[src/rtl/pca_pkg.sv]
package pca_pkg;

    localparam int BYTE_W = 8;
    localparam int CNT_W  = 2 * BYTE_W;
    localparam int DUTY_W = BYTE_W + 1;

    typedef struct packed {
        logic pwm_en;
        logic tog_en;
        logic match_en;
        logic cmp_en;
    } mode_t;

    typedef enum logic [1:0] {
        REG_MODE = 2'd0,
        REG_LO   = 2'd1,
        REG_HI   = 2'd2,
        REG_EXT  = 2'd3
    } reg_sel_e;

    typedef enum logic [1:0] {
        OP_IDLE   = 2'd0,
        OP_PWM    = 2'd1,
        OP_TOGGLE = 2'd2
    } ch_op_e;

    typedef struct packed {
        mode_t             mode;
        logic [BYTE_W-1:0] lo;
        logic [BYTE_W-1:0] hi;
        logic              ext_act;
        logic              ext_shd;
    } chan_regs_t;

    function automatic ch_op_e decode_op(input mode_t m);
        if (m.pwm_en && m.cmp_en)
            return OP_PWM;
        else if (m.tog_en && m.match_en && m.cmp_en)
            return OP_TOGGLE;
        else
            return OP_IDLE;
    endfunction

endpackage

[src/rtl/pca_timebase.sv]
module pca_timebase
    import pca_pkg::*;
(
    input  logic             clk,
    input  logic             rst,
    input  logic             cnt_en,
    output logic [CNT_W-1:0] cnt,
    output logic             wrap
);

    always_ff @(posedge clk) begin
        if (rst)
            cnt <= '0;
        else if (cnt_en)
            cnt <= cnt + 1'b1;
    end

    // Low byte about to roll over on this enabled edge
    assign wrap = cnt_en && (cnt[BYTE_W-1:0] == {BYTE_W{1'b1}});

    AST_CNT_STEP: assert property (@(posedge clk) disable iff (rst)
        cnt_en |=> cnt == $past(cnt) + 1'b1);
    AST_CNT_HOLD: assert property (@(posedge clk) disable iff (rst)
        !cnt_en |=> $stable(cnt));

endmodule

[src/rtl/pca_chan_regs.sv]
module pca_chan_regs
    import pca_pkg::*;
(
    input  logic              clk,
    input  logic              rst,
    input  logic              we,
    input  reg_sel_e          sel,
    input  logic [BYTE_W-1:0] data,
    input  logic              wrap,
    output chan_regs_t        regs,
    output ch_op_e            op
);

    logic unused_data_hi;
    assign unused_data_hi = ^data[BYTE_W-1:4];

    assign op = decode_op(regs.mode);

    always_ff @(posedge clk) begin
        if (rst) begin
            regs <= '0;
        end else begin
            if (we) begin
                unique case (sel)
                    REG_MODE: regs.mode <= mode_t'(data[3:0]);
                    REG_LO:   if (op != OP_PWM) regs.lo <= data;
                    REG_HI:   regs.hi <= data;
                    REG_EXT: begin
                        regs.ext_shd <= data[1];
                        if (op != OP_PWM) regs.ext_act <= data[0];
                    end
                    default: ;
                endcase
            end
            if (op == OP_PWM && wrap) begin
                regs.lo      <= regs.hi;
                regs.ext_act <= regs.ext_shd;
            end
        end
    end

    AST_ACTIVE_FROZEN: assert property (@(posedge clk) disable iff (rst)
        (op == OP_PWM && !wrap) |=> $stable({regs.ext_act, regs.lo}));
    AST_WRAP_RELOAD: assert property (@(posedge clk) disable iff (rst)
        (op == OP_PWM && wrap) |=> {regs.ext_act, regs.lo} == $past({regs.ext_shd, regs.hi}));

endmodule

[src/rtl/pca_chan_out.sv]
module pca_chan_out
    import pca_pkg::*;
(
    input  logic              clk,
    input  logic              rst,
    input  ch_op_e            op,
    input  logic              cnt_en,
    input  logic [CNT_W-1:0]  cnt,
    input  logic [BYTE_W-1:0] cmp_lo,
    input  logic [BYTE_W-1:0] cmp_hi,
    input  logic              ext_act,
    output logic              pin
);

    logic [DUTY_W-1:0] duty;
    logic              at_or_above;
    logic              hit;

    assign duty        = {ext_act, cmp_lo};
    assign at_or_above = {1'b0, cnt[BYTE_W-1:0]} >= duty;
    assign hit         = cnt_en && (cnt == {cmp_hi, cmp_lo});

    always_ff @(posedge clk) begin
        if (rst) begin
            pin <= 1'b1;
        end else begin
            unique case (op)
                OP_PWM:    pin <= at_or_above;
                OP_TOGGLE: if (hit) pin <= ~pin;
                default:   ;
            endcase
        end
    end

    AST_IDLE_HOLD: assert property (@(posedge clk) disable iff (rst)
        (op == OP_IDLE) |=> $stable(pin));
    AST_FULL_OFF: assert property (@(posedge clk) disable iff (rst)
        (op == OP_PWM && ext_act) |=> !pin);
    AST_FULL_ON: assert property (@(posedge clk) disable iff (rst)
        (op == OP_PWM && !ext_act && cmp_lo == '0) |=> pin);
    AST_TOGGLE_ON_HIT: assert property (@(posedge clk) disable iff (rst)
        (op == OP_TOGGLE && hit) |=> pin != $past(pin));
    AST_TOGGLE_QUIET: assert property (@(posedge clk) disable iff (rst)
        (op == OP_TOGGLE && !hit) |=> $stable(pin));

endmodule

[src/rtl/pwm_compare_array.sv]
module pwm_compare_array
    import pca_pkg::*;
#(
    parameter int NCH = 4
) (
    input  logic                        clk,
    input  logic                        rst,
    input  logic                        cnt_en,
    input  logic                        wr_en,
    input  logic [$clog2(NCH)+1:0]      wr_addr,
    input  logic [BYTE_W-1:0]           wr_data,
    output logic [NCH-1:0]              pwm_out
);

    localparam int CH_W   = $clog2(NCH);
    localparam int ADDR_W = CH_W + 2;

    logic [CNT_W-1:0] cnt;
    logic             wrap;
    logic [CH_W-1:0]  ch_idx;
    reg_sel_e         reg_sel;
    logic [NCH-1:0]   ch_we;

    assign ch_idx  = wr_addr[ADDR_W-1:2];
    assign reg_sel = reg_sel_e'(wr_addr[1:0]);

    pca_timebase u_timebase (
        .clk    (clk),
        .rst    (rst),
        .cnt_en (cnt_en),
        .cnt    (cnt),
        .wrap   (wrap)
    );

    for (genvar i = 0; i < NCH; i++) begin : g_ch
        chan_regs_t regs;
        ch_op_e     op;

        assign ch_we[i] = wr_en && (ch_idx == CH_W'(i));

        pca_chan_regs u_regs (
            .clk  (clk),
            .rst  (rst),
            .we   (ch_we[i]),
            .sel  (reg_sel),
            .data (wr_data),
            .wrap (wrap),
            .regs (regs),
            .op   (op)
        );

        pca_chan_out u_out (
            .clk     (clk),
            .rst     (rst),
            .op      (op),
            .cnt_en  (cnt_en),
            .cnt     (cnt),
            .cmp_lo  (regs.lo),
            .cmp_hi  (regs.hi),
            .ext_act (regs.ext_act),
            .pin     (pwm_out[i])
        );
    end

    AST_ONE_CHANNEL_WRITE: assert property (@(posedge clk) disable iff (rst)
        $onehot0(ch_we));
    AST_WRITE_TARGETS: assert property (@(posedge clk) disable iff (rst)
        wr_en |-> $countones(ch_we) == 1);

endmodule

[config.mk]
export PLATFORM = sky130hd
export DESIGN_NAME = pwm_compare_array
export DESIGN_NICKNAME = d
export VERILOG_FILES = /design/src/rtl/pca_pkg.sv /design/src/rtl/pca_timebase.sv /design/src/rtl/pca_chan_regs.sv /design/src/rtl/pca_chan_out.sv /design/src/rtl/pwm_compare_array.sv
export SDC_FILE = /design/constraint.sdc
export NUM_CORES = 1
export LEC_CHECK = 0
export ABC_AREA = 1
export BUFFER_PORTS_ARGS = -buffer_cell sky130_fd_sc_hd__buf_2
export CAP_MARGIN = 20
export CORE_ASPECT_RATIO = 0.5
export CORE_MARGIN = 2
export CORE_UTILIZATION = 60
export CTS_CLUSTER_DIAMETER = 80
export DETAILED_ROUTE_END_ITERATION = 12
export PLACE_DENSITY = 0.77
export REMOVE_ABC_BUFFERS = 1
export SYNTH_ARGS = -nofsm -noshare
export SYNTH_HDL_FRONTEND = slang
export SYNTH_SLANG_ARGS = --single-unit
[constraint.sdc]
create_clock -name clk -period 3.7 [get_ports clk]
set_clock_uncertainty 0.2 [all_clocks]
set_input_delay 0.74 -clock clk [delete_from_list [all_inputs] [get_ports clk]]
set_output_delay 0.74 -clock clk [all_outputs]
set_load 0.05 [all_outputs]
* After elaboration in Yosys (flattened, before gate mapping)
Index checks and enable logic that the tools add are counted.
W data, S select, Z words.
** Storage, ports and cells
- Input bits :: 16
- Bits in registers :: 108
** Operators by class
- Add/sub/neg operators :: 1
- $lt $le $gt $ge :: 4
- Bitwise operators :: 4
- Eq/ne operators :: 27
- Reductions and logical operators :: 71
- Mux-type cells :: 48
** Operators with widths (count)
- $mux W8 :: 16
- $mux W18 :: 4
- $eq A16 B16 Y1 :: 4
- $reduce_bool A2 Y1 :: 20
- $ge A8 B9 Y1 :: 4
- $reduce_and A2 Y1 :: 16
- $logic_and A1 B1 Y1 :: 25
- $mux W2 :: 12
- $reduce_and A3 Y1 :: 8
- $add A16 B1 Y16 const B :: 1
- $eq A2 B2 Y1 const B :: 8
- $ne A2 B1 Y1 const B :: 8
- $eq A2 B1 Y1 const B :: 6
- $mux W1 :: 12
- $eq A8 B8 Y1 const B :: 1
- $pmux W1 S2 :: 4
- $logic_not A2 Y1 :: 2
- $not A1 Y1 :: 4

* Longest topological paths before layout
Gate-level depths: netlist of the first run.
- Depth in word-level cells :: 9
- Mapped depth :: 12
- Depth with buffers taken out :: 11

* By module
From an unflattened synthesis of the first run, not the netlist that was laid out.
** Second synthesis, totals
- Cells, all modules :: 1087
- Area total of the unflattened synthesis :: 6756.5 um^2
** Modules (own cells, without submodules)
- pca_chan_regs :: cells an instance 153, times used 4, seq. area each 440.4 um^2, area each 1027.2 um^2
- pca_chan_out :: cells an instance 86, times used 4, seq. area each 20.0 um^2, area each 451.7 um^2
- pca_timebase :: cells an instance 123, times used 1, seq. area each 320.3 um^2, area each 810.8 um^2
- pwm_compare_array :: cells an instance 8, times used 1, seq. area each 0.0 um^2, area each 30.0 um^2

* Worst setup path after synthesis of the first run
Ideal clock, no wire load.
- Kind :: in2reg
- From :: input port wr_addr[0]
- To :: register, netlist name g_ch[2].u_regs.regs[19]
- Data required time :: 3414 ps
- Library setup time :: 86 ps
- Setup slack :: 1726 ps
- Cell stages on the path :: 6
- Arrival :: 1689 ps
- Cell sequence :: buf_2 nor2_1 inv_1 nor2_1 nor2_1 a211oi_1
** Between the ends
- Word-level cells in the longest chain between the ends :: 2
** RTL lines
- from (decl) :: line pwm_compare_array.sv:10 : input logic [$clog2(NCH)+1:0] wr_addr,
- $logic_not A2 Y1 :: line pca_chan_regs.sv:24 : unique case (sel)
- $reduce_and A2 Y1 (no line)
Every way passes these cells.
A chain may end at the register's enable or synchronous reset.

* Worst setup path after layout of the first run
- From :: register u_timebase.cnt[1]
- To :: register, netlist name g_ch[0].u_regs.regs[15]
** Between the ends
- Word-level cells in the longest chain between the ends :: 5
** RTL lines
- from (decl) :: line pca_timebase.sv:7 : output logic [CNT_W-1:0] cnt,
- from (signal assigned) :: line pca_timebase.sv:15 : cnt <= cnt + 1'b1;
- $eq A8 B8 Y1 (*) :: line pca_timebase.sv:19 : assign wrap = cnt_en && (cnt[BYTE_W-1:0] == {BYTE_W{1'b1}});
- $logic_and A1 B1 Y1 (*) :: line pca_timebase.sv:19
- $logic_and A1 B1 Y1 (*) :: line pca_chan_regs.sv:35 : if (op == OP_PWM && wrap) begin
- $reduce_bool A2 Y1 (no line)
- $reduce_and A3 Y1 (no line)
Mark *: on every way between the ends. The rest lies on a longest branch, timed or not.

==> results of run 1 <==
## layout make-up
| cell class | instances | area share [%] |
|---|---|---|
| timing repair buffer | 23 | 1.92 |
| clock inverter | 2 | 0.920 |
| clock buffer | 12 | 3.78 |
| tap | 135 | 2.59 |
| inverter | 145 | 8.34 |
| sequential | 108 | 33.1 |
| multi-input combinational | 638 | 49.3 |
## report_power, final
group | leakage [nW] | total (W) | switching [W] | internal (W)
Clock | 0.149 | 0.00103 | 0.000421 | 0.000605
Sequential | 0.873 | 0.00120 | 0.0000169 | 0.00118
Combinational | 1.94 | 0.000209 | 0.000145 | 0.0000642
Total | 2.96 | 0.00243 | 0.000583 | 0.00185
## routing by layer
layer  share of wire (%)  track usage (%)  vias up
li1                    -                -     2945
met1                  43             45.3     2696
met2                  41             50.8      338
met3                  13             9.94       52
met4                 3.0             11.1        0
met5                   0                0        -
## cells in the mapped netlist
cell	n
o21ai_1	1
clkbuf_1	13
a31oi_1	2
xor2_1	3
a211oi_2	1
nand2_2	2
and3_1	1
o21a_1	2
and3_2	1
o211ai_1	7
buf_4	4
buf_6	1
dfxtp_1	108
ha_1	33
buf_2	6
buf_1	1
nand4_4	1
and2_1	1
nor3_1	8
nor2_1	112
nor2_4	1
nor2_8	3
o22ai_1	11
nand3_2	2
nand3b_1	8
nand3_1	35
nand3_4	1
a211oi_1	5
nand4_1	4
inv_1	141
nand2_1	227
inv_2	4
o21ai_0	78
a21oi_1	86
nand2_4	2
## kinds of logic (layout without fill, tap and decap cells)
logic type / after synthesis / after routing
adder cells (fa/ha/maj): 33 / 33
flip-flops: 108 / 108
buffers and inverters: 170 / 182
AO/OA/AOI/OAI: 193 / 193
AND/OR/NAND/NOR: 409 / 409
XOR/XNOR: 3 / 3
## flip-flops by register name (all words and copies together) (netlist names)
name,flops
g_ch.u_regs.regs,88
u_timebase.cnt,16
g_ch.u_out.pin,4
## critical path, cell delays in order (launching register included)
cell,delay (ns)
dfxtp_1,0.62
ha_1,0.31
nand3_2,0.18
nor2_8,0.24
nand2_4,0.13
nor2_8,0.19
inv_2,0.09
nand2_4,0.10
nor2_1,0.06
nor2_1,0.08
nor2_1,0.05
## how the worst max path moves through the flow
| stage | start | cells past startpoint | slack [ns] | to |
|---|---|---|---|---|
| floorplan | rst | 3 | 1.46 | g_ch[2].u_regs.regs[17]$_SDFFE_PP0P_ |
| global placement | wr_addr[2] | 8 | 1.17 | g_ch[0].u_regs.regs[14]$_SDFFE_PP0P_ |
| detailed placement | wr_addr[2] | 8 | 1.18 | g_ch[0].u_regs.regs[14]$_SDFFE_PP0P_ |
| CTS | u_timebase.cnt[1]$_SDFFE_PP0P_ | 10 | 1.36 | g_ch[0].u_regs.regs[16]$_SDFFE_PP0P_ |
| global route | u_timebase.cnt[1]$_SDFFE_PP0P_ | 10 | 1.16 | g_ch[0].u_regs.regs[13]$_SDFFE_PP0P_ |
| finish | u_timebase.cnt[1]$_SDFFE_PP0P_ | 10 | 1.31 | g_ch[0].u_regs.regs[15]$_SDFFE_PP0P_ |
## per-stage QoR
step	power, W	hold slack (ns)	area (µm²)	instances
floorplan	0.00135	0.233	5930	891
global placement	0.00142	0.251	6220	1049
detailed placement	0.00142	0.255	6220	1049
CTS	0.00243	0.265	6530	1063
global route	0.00250	0.277	6530	1063
finish	0.00243	0.260	6530	1063
==> impl_metrics.xml, run 1 <==
<?xml version="1.0" encoding="UTF-8"?>
<metrics>
  <group name="run_status">
    <metric name="outcome" unit="">complete, no violations</metric>
  </group>
  <group name="clock_network">
    <metric name="clk_path_buf_depth" unit="">2</metric>
    <metric name="cts_htree_levels" unit="">3</metric>
    <metric name="cts_repair_resize_count" unit="">0</metric>
    <metric name="cts-root-buf" unit="">clkbuf_16</metric>
    <metric name="insertion_delay_of_the_later_clocked_pin_in_the_worst_skew_pair" unit="ns">0.35</metric>
    <metric name="cts_setup_buffers" unit="">0</metric>
    <metric name="clk_pin_slew_worst_setup_hold_paths" unit="ns">0.07</metric>
    <metric name="tritoncts" unit="">built</metric>
    <metric name="hold_buffers" unit="">0</metric>
    <metric name="tritoncts_buffers" unit="">9</metric>
    <metric name="numClockSinks" unit="">108</metric>
  </group>
  <group name="setup_path">
    <metric name="rrSetupSlack" unit="ns">1.31</metric>
    <metric name="critPathLaunchType" unit="">register</metric>
    <metric name="timing.rr.end" unit="">g_ch[0].u_regs.regs[15]$_SDFFE_PP0P_</metric>
    <metric name="path_class" unit="">reg2reg</metric>
    <metric name="setup.worst_path.end_class" unit="">register</metric>
    <metric name="critical_path_arrival" unit="ns">2.41</metric>
    <metric name="reg2reg_depth" unit="">10</metric>
    <metric name="reg2reg_from" unit="">u_timebase.cnt[1]$_SDFFE_PP0P_</metric>
    <metric name="crit_required" unit="ns">3.72</metric>
    <metric name="cp_max_fo" unit="">9</metric>
  </group>
  <group name="final_layout">
    <metric name="most-common-layout-cells" unit="">nand2_1 (227), inv_1 (141), nor2_1 (112), dfxtp_1 (108), a21oi_1 (86)</metric>
    <metric name="layout.nets" unit="">974</metric>
    <metric name="multi_input_area" unit="mm²">0.00322</metric>
    <metric name="layout_commonest_cell" unit="">nand2_1</metric>
    <metric name="area.sequential" unit="mm²">0.00216</metric>
    <metric name="layout-area-overhead-vs-synth" unit="%">7.88</metric>
    <metric name="fillCellCount" unit="">907</metric>
    <metric name="final_antenna_diode_count" unit="">0</metric>
    <metric name="final_layout_size_suffix_gt1_share" unit="%">5.71</metric>
    <metric name="final_core_utilization" unit="%">67.8</metric>
  </group>
  <group name="logic_synthesis">
    <metric name="synth_seq_area_share" unit="%">35.7</metric>
    <metric name="postSynthAreaPerCell" unit="µm²">6.61</metric>
    <metric name="yosysWarningCount" unit="">0</metric>
    <metric name="post_synth_mux_area_share" unit="%">0</metric>
    <metric name="synth_top_family_by_area" unit="">simple AND/OR/NAND/NOR gates</metric>
    <metric name="post_synth_fa_ha_maj_area_fraction" unit="%">6.82</metric>
    <metric name="synth_area" unit="mm²">0.00605</metric>
    <metric name="synth_simple_gate_area_share" unit="%">29.0</metric>
    <metric name="yosysUniqueCellTypes" unit="">35</metric>
    <metric name="post_synth_main_area_contributors" unit="">dfxtp_1 (36%), nand2_1 (14%), inv_1 (8.7%)</metric>
    <metric name="synth_xor_xnor_area_share" unit="%">0.434</metric>
    <metric name="synthCells" unit="">916</metric>
    <metric name="postSynthRegisterBits" unit="">108</metric>
    <metric name="area_fraction_in_compound_gates_after_synthesis" unit="%">16.9</metric>
    <metric name="synth_area_leader_cell" unit="">dfxtp_1</metric>
    <metric name="yosys.area.top_type_share" unit="%">35.7</metric>
  </group>
  <group name="floorplanning">
    <metric name="fp.dieH" unit="µm">75.0</metric>
    <metric name="std_cell_rows" unit="">25</metric>
    <metric name="fp.dieArea" unit="mm²">0.0110</metric>
    <metric name="initial_standard_cell_utilization_of_the_core" unit="%">62.8</metric>
    <metric name="die_width" unit="µm">146</metric>
    <metric name="io-pin-count" unit="">20</metric>
    <metric name="core_area" unit="mm²">0.00963</metric>
  </group>
  <group name="timing">
    <metric name="setup_total_negative_slack" unit="ns">0</metric>
    <metric name="finalSetupViolCount" unit="">0</metric>
    <metric name="crit_path_time_final" unit="ns">2.39</metric>
    <metric name="slew_headroom" unit="%">42.3</metric>
    <metric name="final_hold_viol_count" unit="">0</metric>
    <metric name="clock.fmax" unit="MHz">419</metric>
    <metric name="fin_crit_sh" unit="%">64.5</metric>
    <metric name="worstMarginPinSlew" unit="ns">0.862</metric>
    <metric name="final_critical_path_setup_slack" unit="ns">1.31</metric>
    <metric name="grt_setup_unrepaired" unit="">false</metric>
    <metric name="timing.final.max_slew_violations" unit="">0</metric>
  </group>
  <group name="power_and_ir_drop">
    <metric name="p_leak" unit="nW">2.96</metric>
    <metric name="cellPowerDensity" unit="mW/mm²">373</metric>
    <metric name="vdd_ir_drop_max" unit="µV">243</metric>
  </group>
  <group name="worst_hold_path">
    <metric name="whs_endpoint" unit="">g_ch[1].u_regs.regs[17]$_SDFFE_PP0P_</metric>
    <metric name="min_from" unit="">g_ch[1].u_regs.regs[17]$_SDFFE_PP0P_</metric>
    <metric name="timing.hold.worst_path_depth" unit="">2</metric>
    <metric name="worst_hold_path_type" unit="">reg2reg</metric>
  </group>
  <group name="routing">
    <metric name="postRouteAntennaNets" unit="">0</metric>
    <metric name="detailedRoute.firstPassIterationCount" unit="">6</metric>
    <metric name="drt-initial-drc-count" unit="">870</metric>
    <metric name="dr_total_vias" unit="">6031</metric>
    <metric name="total_wire_length" unit="µm">17800</metric>
    <metric name="viasPerCell" unit="">5.67</metric>
    <metric name="detail_route.drc_violations" unit="">0</metric>
    <metric name="detail_route.wl_per_cell" unit="µm">16.7</metric>
  </group>
  <group name="grt">
    <metric name="grt_max_degree" unit="">38</metric>
    <metric name="grt_first_pass_wirelength" unit="µm">27100</metric>
    <metric name="grt.total_usage" unit="%">33.0</metric>
    <metric name="first_global_vias" unit="">5169</metric>
    <metric name="initial_antenna_violation_count" unit="">0</metric>
    <metric name="globalRoute.totalOverflow" unit="">0</metric>
  </group>
  <group name="placed_design">
    <metric name="pre_cts_slack" unit="ns">1.18</metric>
    <metric name="place.detailed.hpwl" unit="µm">12800</metric>
    <metric name="io_buffers" unit="">19</metric>
    <metric name="gp_routability_congestion" unit="">0.930</metric>
  </group>
  <group name="run">
    <metric name="timing.max_cap.violations" unit="">0</metric>
  </group>
</metrics>
Power figures use the tool's default switching activity.
==> run 2: changes to the inputs <==
==> constraint.sdc (replaced) <==
create_clock -name clk -period 2.45 [get_ports clk]
set_clock_uncertainty 0.2 [all_clocks]
set_input_delay 0.49 -clock clk [delete_from_list [all_inputs] [get_ports clk]]
set_output_delay 0.49 -clock clk [all_outputs]
set_load 0.05 [all_outputs]
==> impl_metrics.xml, run 2 (synthesis results as in run 1) <==
<?xml version="1.0" encoding="UTF-8"?>
<metrics>
  <group name="clock_network">
    <metric name="numClockSinks" unit="">108</metric>
    <metric name="tritoncts_buffers" unit="">9</metric>
    <metric name="cts-root-buf" unit="">clkbuf_16</metric>
    <metric name="cts_repair_resize_count" unit="">0</metric>
    <metric name="tritoncts" unit="">built</metric>
    <metric name="insertion_delay_of_the_later_clocked_pin_in_the_worst_skew_pair" unit="ns">0.36</metric>
    <metric name="hold_buffers" unit="">0</metric>
    <metric name="cts_setup_buffers" unit="">0</metric>
    <metric name="clk_path_buf_depth" unit="">2</metric>
    <metric name="clk_pin_slew_worst_setup_hold_paths" unit="ns">0.07</metric>
    <metric name="cts_htree_levels" unit="">3</metric>
  </group>
  <group name="grt">
    <metric name="grt_util_met2" unit="%">57.1</metric>
    <metric name="globalRoute.totalOverflow" unit="">0</metric>
    <metric name="first_global_vias" unit="">5622</metric>
    <metric name="grt_first_pass_wirelength" unit="µm">29100</metric>
    <metric name="global_route.peak_usage_layer" unit="">met2</metric>
    <metric name="globalRouteMet1Util" unit="%">48.5</metric>
    <metric name="grt.total_usage" unit="%">35.3</metric>
    <metric name="grt_max_degree" unit="">38</metric>
    <metric name="grt_util_met3" unit="%">7.58</metric>
    <metric name="initial_antenna_violation_count" unit="">0</metric>
  </group>
  <group name="timing">
    <metric name="crit_path_time_final" unit="ns">2.24</metric>
    <metric name="finalSetupViolCount" unit="">0</metric>
    <metric name="worstMarginPinSlew" unit="ns">0.831</metric>
    <metric name="slew_headroom" unit="%">44.4</metric>
    <metric name="fin_crit_sh" unit="%">91.6</metric>
    <metric name="clock.fmax" unit="MHz">446</metric>
    <metric name="grt_setup_unrepaired" unit="">false</metric>
    <metric name="final_hold_viol_count" unit="">0</metric>
    <metric name="setup_total_negative_slack" unit="ns">0</metric>
    <metric name="timing.final.max_slew_violations" unit="">0</metric>
  </group>
  <group name="run">
    <metric name="timing.max_cap.violations" unit="">0</metric>
  </group>
  <group name="floorplanning">
    <metric name="io-pin-count" unit="">20</metric>
    <metric name="fp.dieH" unit="µm">75.0</metric>
    <metric name="std_cell_rows" unit="">25</metric>
    <metric name="die_width" unit="µm">146</metric>
    <metric name="core_area" unit="mm²">0.00963</metric>
    <metric name="initial_standard_cell_utilization_of_the_core" unit="%">62.8</metric>
    <metric name="fp.dieArea" unit="mm²">0.0110</metric>
  </group>
  <group name="placed_design">
    <metric name="gp_routability_congestion" unit="">0.970</metric>
    <metric name="io_buffers" unit="">19</metric>
    <metric name="place.detailed.hpwl" unit="µm">13700</metric>
  </group>
  <group name="power_and_ir_drop">
    <metric name="vdd_ir_drop_max" unit="µV">362</metric>
    <metric name="total_switching_power" unit="W">0.000942</metric>
    <metric name="p_leak" unit="nW">3.09</metric>
    <metric name="power_frac_comb" unit="%">8.6</metric>
    <metric name="seq_power_share" unit="%">45.9</metric>
    <metric name="internal_power" unit="W">0.00300</metric>
    <metric name="power.clock.fraction" unit="%">45.5</metric>
    <metric name="cellPowerDensity" unit="mW/mm²">584</metric>
    <metric name="sw_frac_of_total" unit="%">23.9</metric>
    <metric name="p_total" unit="W">0.00394</metric>
  </group>
  <group name="final_layout">
    <metric name="layout-area-overhead-vs-synth" unit="%">11.5</metric>
    <metric name="layout.nets" unit="">990</metric>
    <metric name="largest_register_ffs" unit="">88</metric>
    <metric name="fillCellCount" unit="">883</metric>
    <metric name="most-common-layout-cells" unit="">nand2_1 (227), inv_1 (141), nor2_1 (112), dfxtp_1 (108), a21oi_1 (86)</metric>
    <metric name="layout_top_registers" unit="">g_ch.u_regs.regs x88, u_timebase.cnt x16, g_ch.u_out.pin x4</metric>
    <metric name="final_antenna_diode_count" unit="">0</metric>
    <metric name="layout_commonest_cell" unit="">nand2_1</metric>
    <metric name="regMostFlops" unit="">g_ch.u_regs.regs</metric>
    <metric name="final_layout_size_suffix_gt1_share" unit="%">7.61</metric>
  </group>
  <group name="routing">
    <metric name="total_wire_length" unit="µm">18800</metric>
    <metric name="detail_route.drc_violations" unit="">0</metric>
    <metric name="detailedRoute.firstPassIterationCount" unit="">6</metric>
    <metric name="detail_route.wl_per_cell" unit="µm">17.4</metric>
    <metric name="dr_total_vias" unit="">6130</metric>
    <metric name="drt-initial-drc-count" unit="">679</metric>
    <metric name="viasPerCell" unit="">5.67</metric>
    <metric name="postRouteAntennaNets" unit="">0</metric>
  </group>
  <group name="setup_path">
    <metric name="setup.worst_path.end_class" unit="">register</metric>
    <metric name="reg2reg_from" unit="">u_timebase.cnt[1]$_SDFFE_PP0P_</metric>
    <metric name="cp_max_fo" unit="">9</metric>
    <metric name="setup.worst_path.start" unit="">u_timebase.cnt[1]$_SDFFE_PP0P_</metric>
    <metric name="reg2reg_depth" unit="">10</metric>
    <metric name="timing.rr.end" unit="">g_ch[0].u_regs.regs[17]$_SDFFE_PP0P_</metric>
    <metric name="crit_required" unit="ns">2.48</metric>
    <metric name="critPathLaunchType" unit="">register</metric>
    <metric name="critical_path_arrival" unit="ns">2.27</metric>
    <metric name="path_class" unit="">reg2reg</metric>
    <metric name="rrSetupSlack" unit="ns">0.21</metric>
    <metric name="worstSetupEndpoint" unit="">g_ch[0].u_regs.regs[17]$_SDFFE_PP0P_</metric>
  </group>
  <group name="worst_hold_path">
    <metric name="worst_hold_path_type" unit="">reg2reg</metric>
  </group>
  <group name="run_status">
    <metric name="outcome" unit="">complete, no violations</metric>
  </group>
</metrics>
==> run 2: cell count changes in the layout (fill, tap and decap cells not counted), sizes merged <==
cell and delta:
clkbuf -2, clkinvlp +1, clkinv +1, bufinv +2, buf +16
==> run 2: layer usage <==
| metal | wire length [µm] | up-vias |
|---|---|---|
| met5 | 0 | - |
| met2 | 8020 | 315 |
| met1 | 8310 | 2783 |
| met4 | 492 | 0 |
| li1 | - | 2977 |
| met3 | 2030 | 55 |
==> run 2: worst max-delay path, cell delays in order (launching register included) <==
cell and delay [ns]:
dfxtp_1 0.57, ha_1 0.29, nand3_2 0.15, nor2_8 0.21, nand2_4 0.14, nor2_8 0.17
inv_2 0.09, nand2_4 0.10, nor2_1 0.06, nor2_1 0.10, nor2_1 0.05
==> run 2: worst min path at each step <==
stage	from	end	depth (start not counted)
after floorplan	g_ch[1].u_regs.regs[11]$_SDFFE_PP0P_	g_ch[1].u_regs.regs[11]$_SDFFE_PP0P_	2
after global placement	g_ch[0].u_regs.regs[20]$_SDFFE_PP0P_	g_ch[0].u_regs.regs[20]$_SDFFE_PP0P_	2
after detailed placement	g_ch[0].u_regs.regs[19]$_SDFFE_PP0P_	g_ch[0].u_regs.regs[19]$_SDFFE_PP0P_	2
after CTS	g_ch[0].u_regs.regs[19]$_SDFFE_PP0P_	g_ch[0].u_regs.regs[19]$_SDFFE_PP0P_	2
after global routing	wr_data[1]	g_ch[0].u_regs.regs[19]$_SDFFE_PP0P_	3
final	g_ch[1].u_regs.regs[16]$_SDFFE_PP0P_	g_ch[1].u_regs.regs[16]$_SDFFE_PP0P_	2
==> run 2: power groups by stage <==
stage | Combinational (W) | Clock, W | Sequential, W
finish | 0.000340 | 0.00179 | 0.00181
floorplan | 0.000194 | 0 | 0.00184
global placement | 0.000321 | 0 | 0.00185
detailed placement | 0.000326 | 0 | 0.00185
global route | 0.000376 | 0.00186 | 0.00181
CTS | 0.000329 | 0.00179 | 0.00181
==> run 2: layout make-up <==
type / instances / area (µm²) / share of cell area, %
Clock inverter: 6 / 136 / 2.02
Sequential cell: 108 / 2160 / 32.1
Clock buffer: 10 / 229 / 3.39
Timing Repair Buffer: 39 / 283 / 4.19
Tap cell: 135 / 169 / 2.50
Multi-Input combinational cell: 638 / 3220 / 47.8
Inverter: 145 / 544 / 8.07
==> run 2: per-stage QoR <==
stage	util [%]	area, µm²	worst slack (ns)	hold WS (ns)	cells
3_5_place_dp	66.2	6380	0.130	0.260	1065
6_report	70.0	6750	0.206	0.268	1081
4_1_cts	70.0	6750	0.247	0.272	1081
3_3_place_gp	66.2	6380	0.182	0.256	1065
2_1_floorplan	-	5930	0.459	0.233	891
5_1_grt	70.0	6750	0.0198	0.284	1081
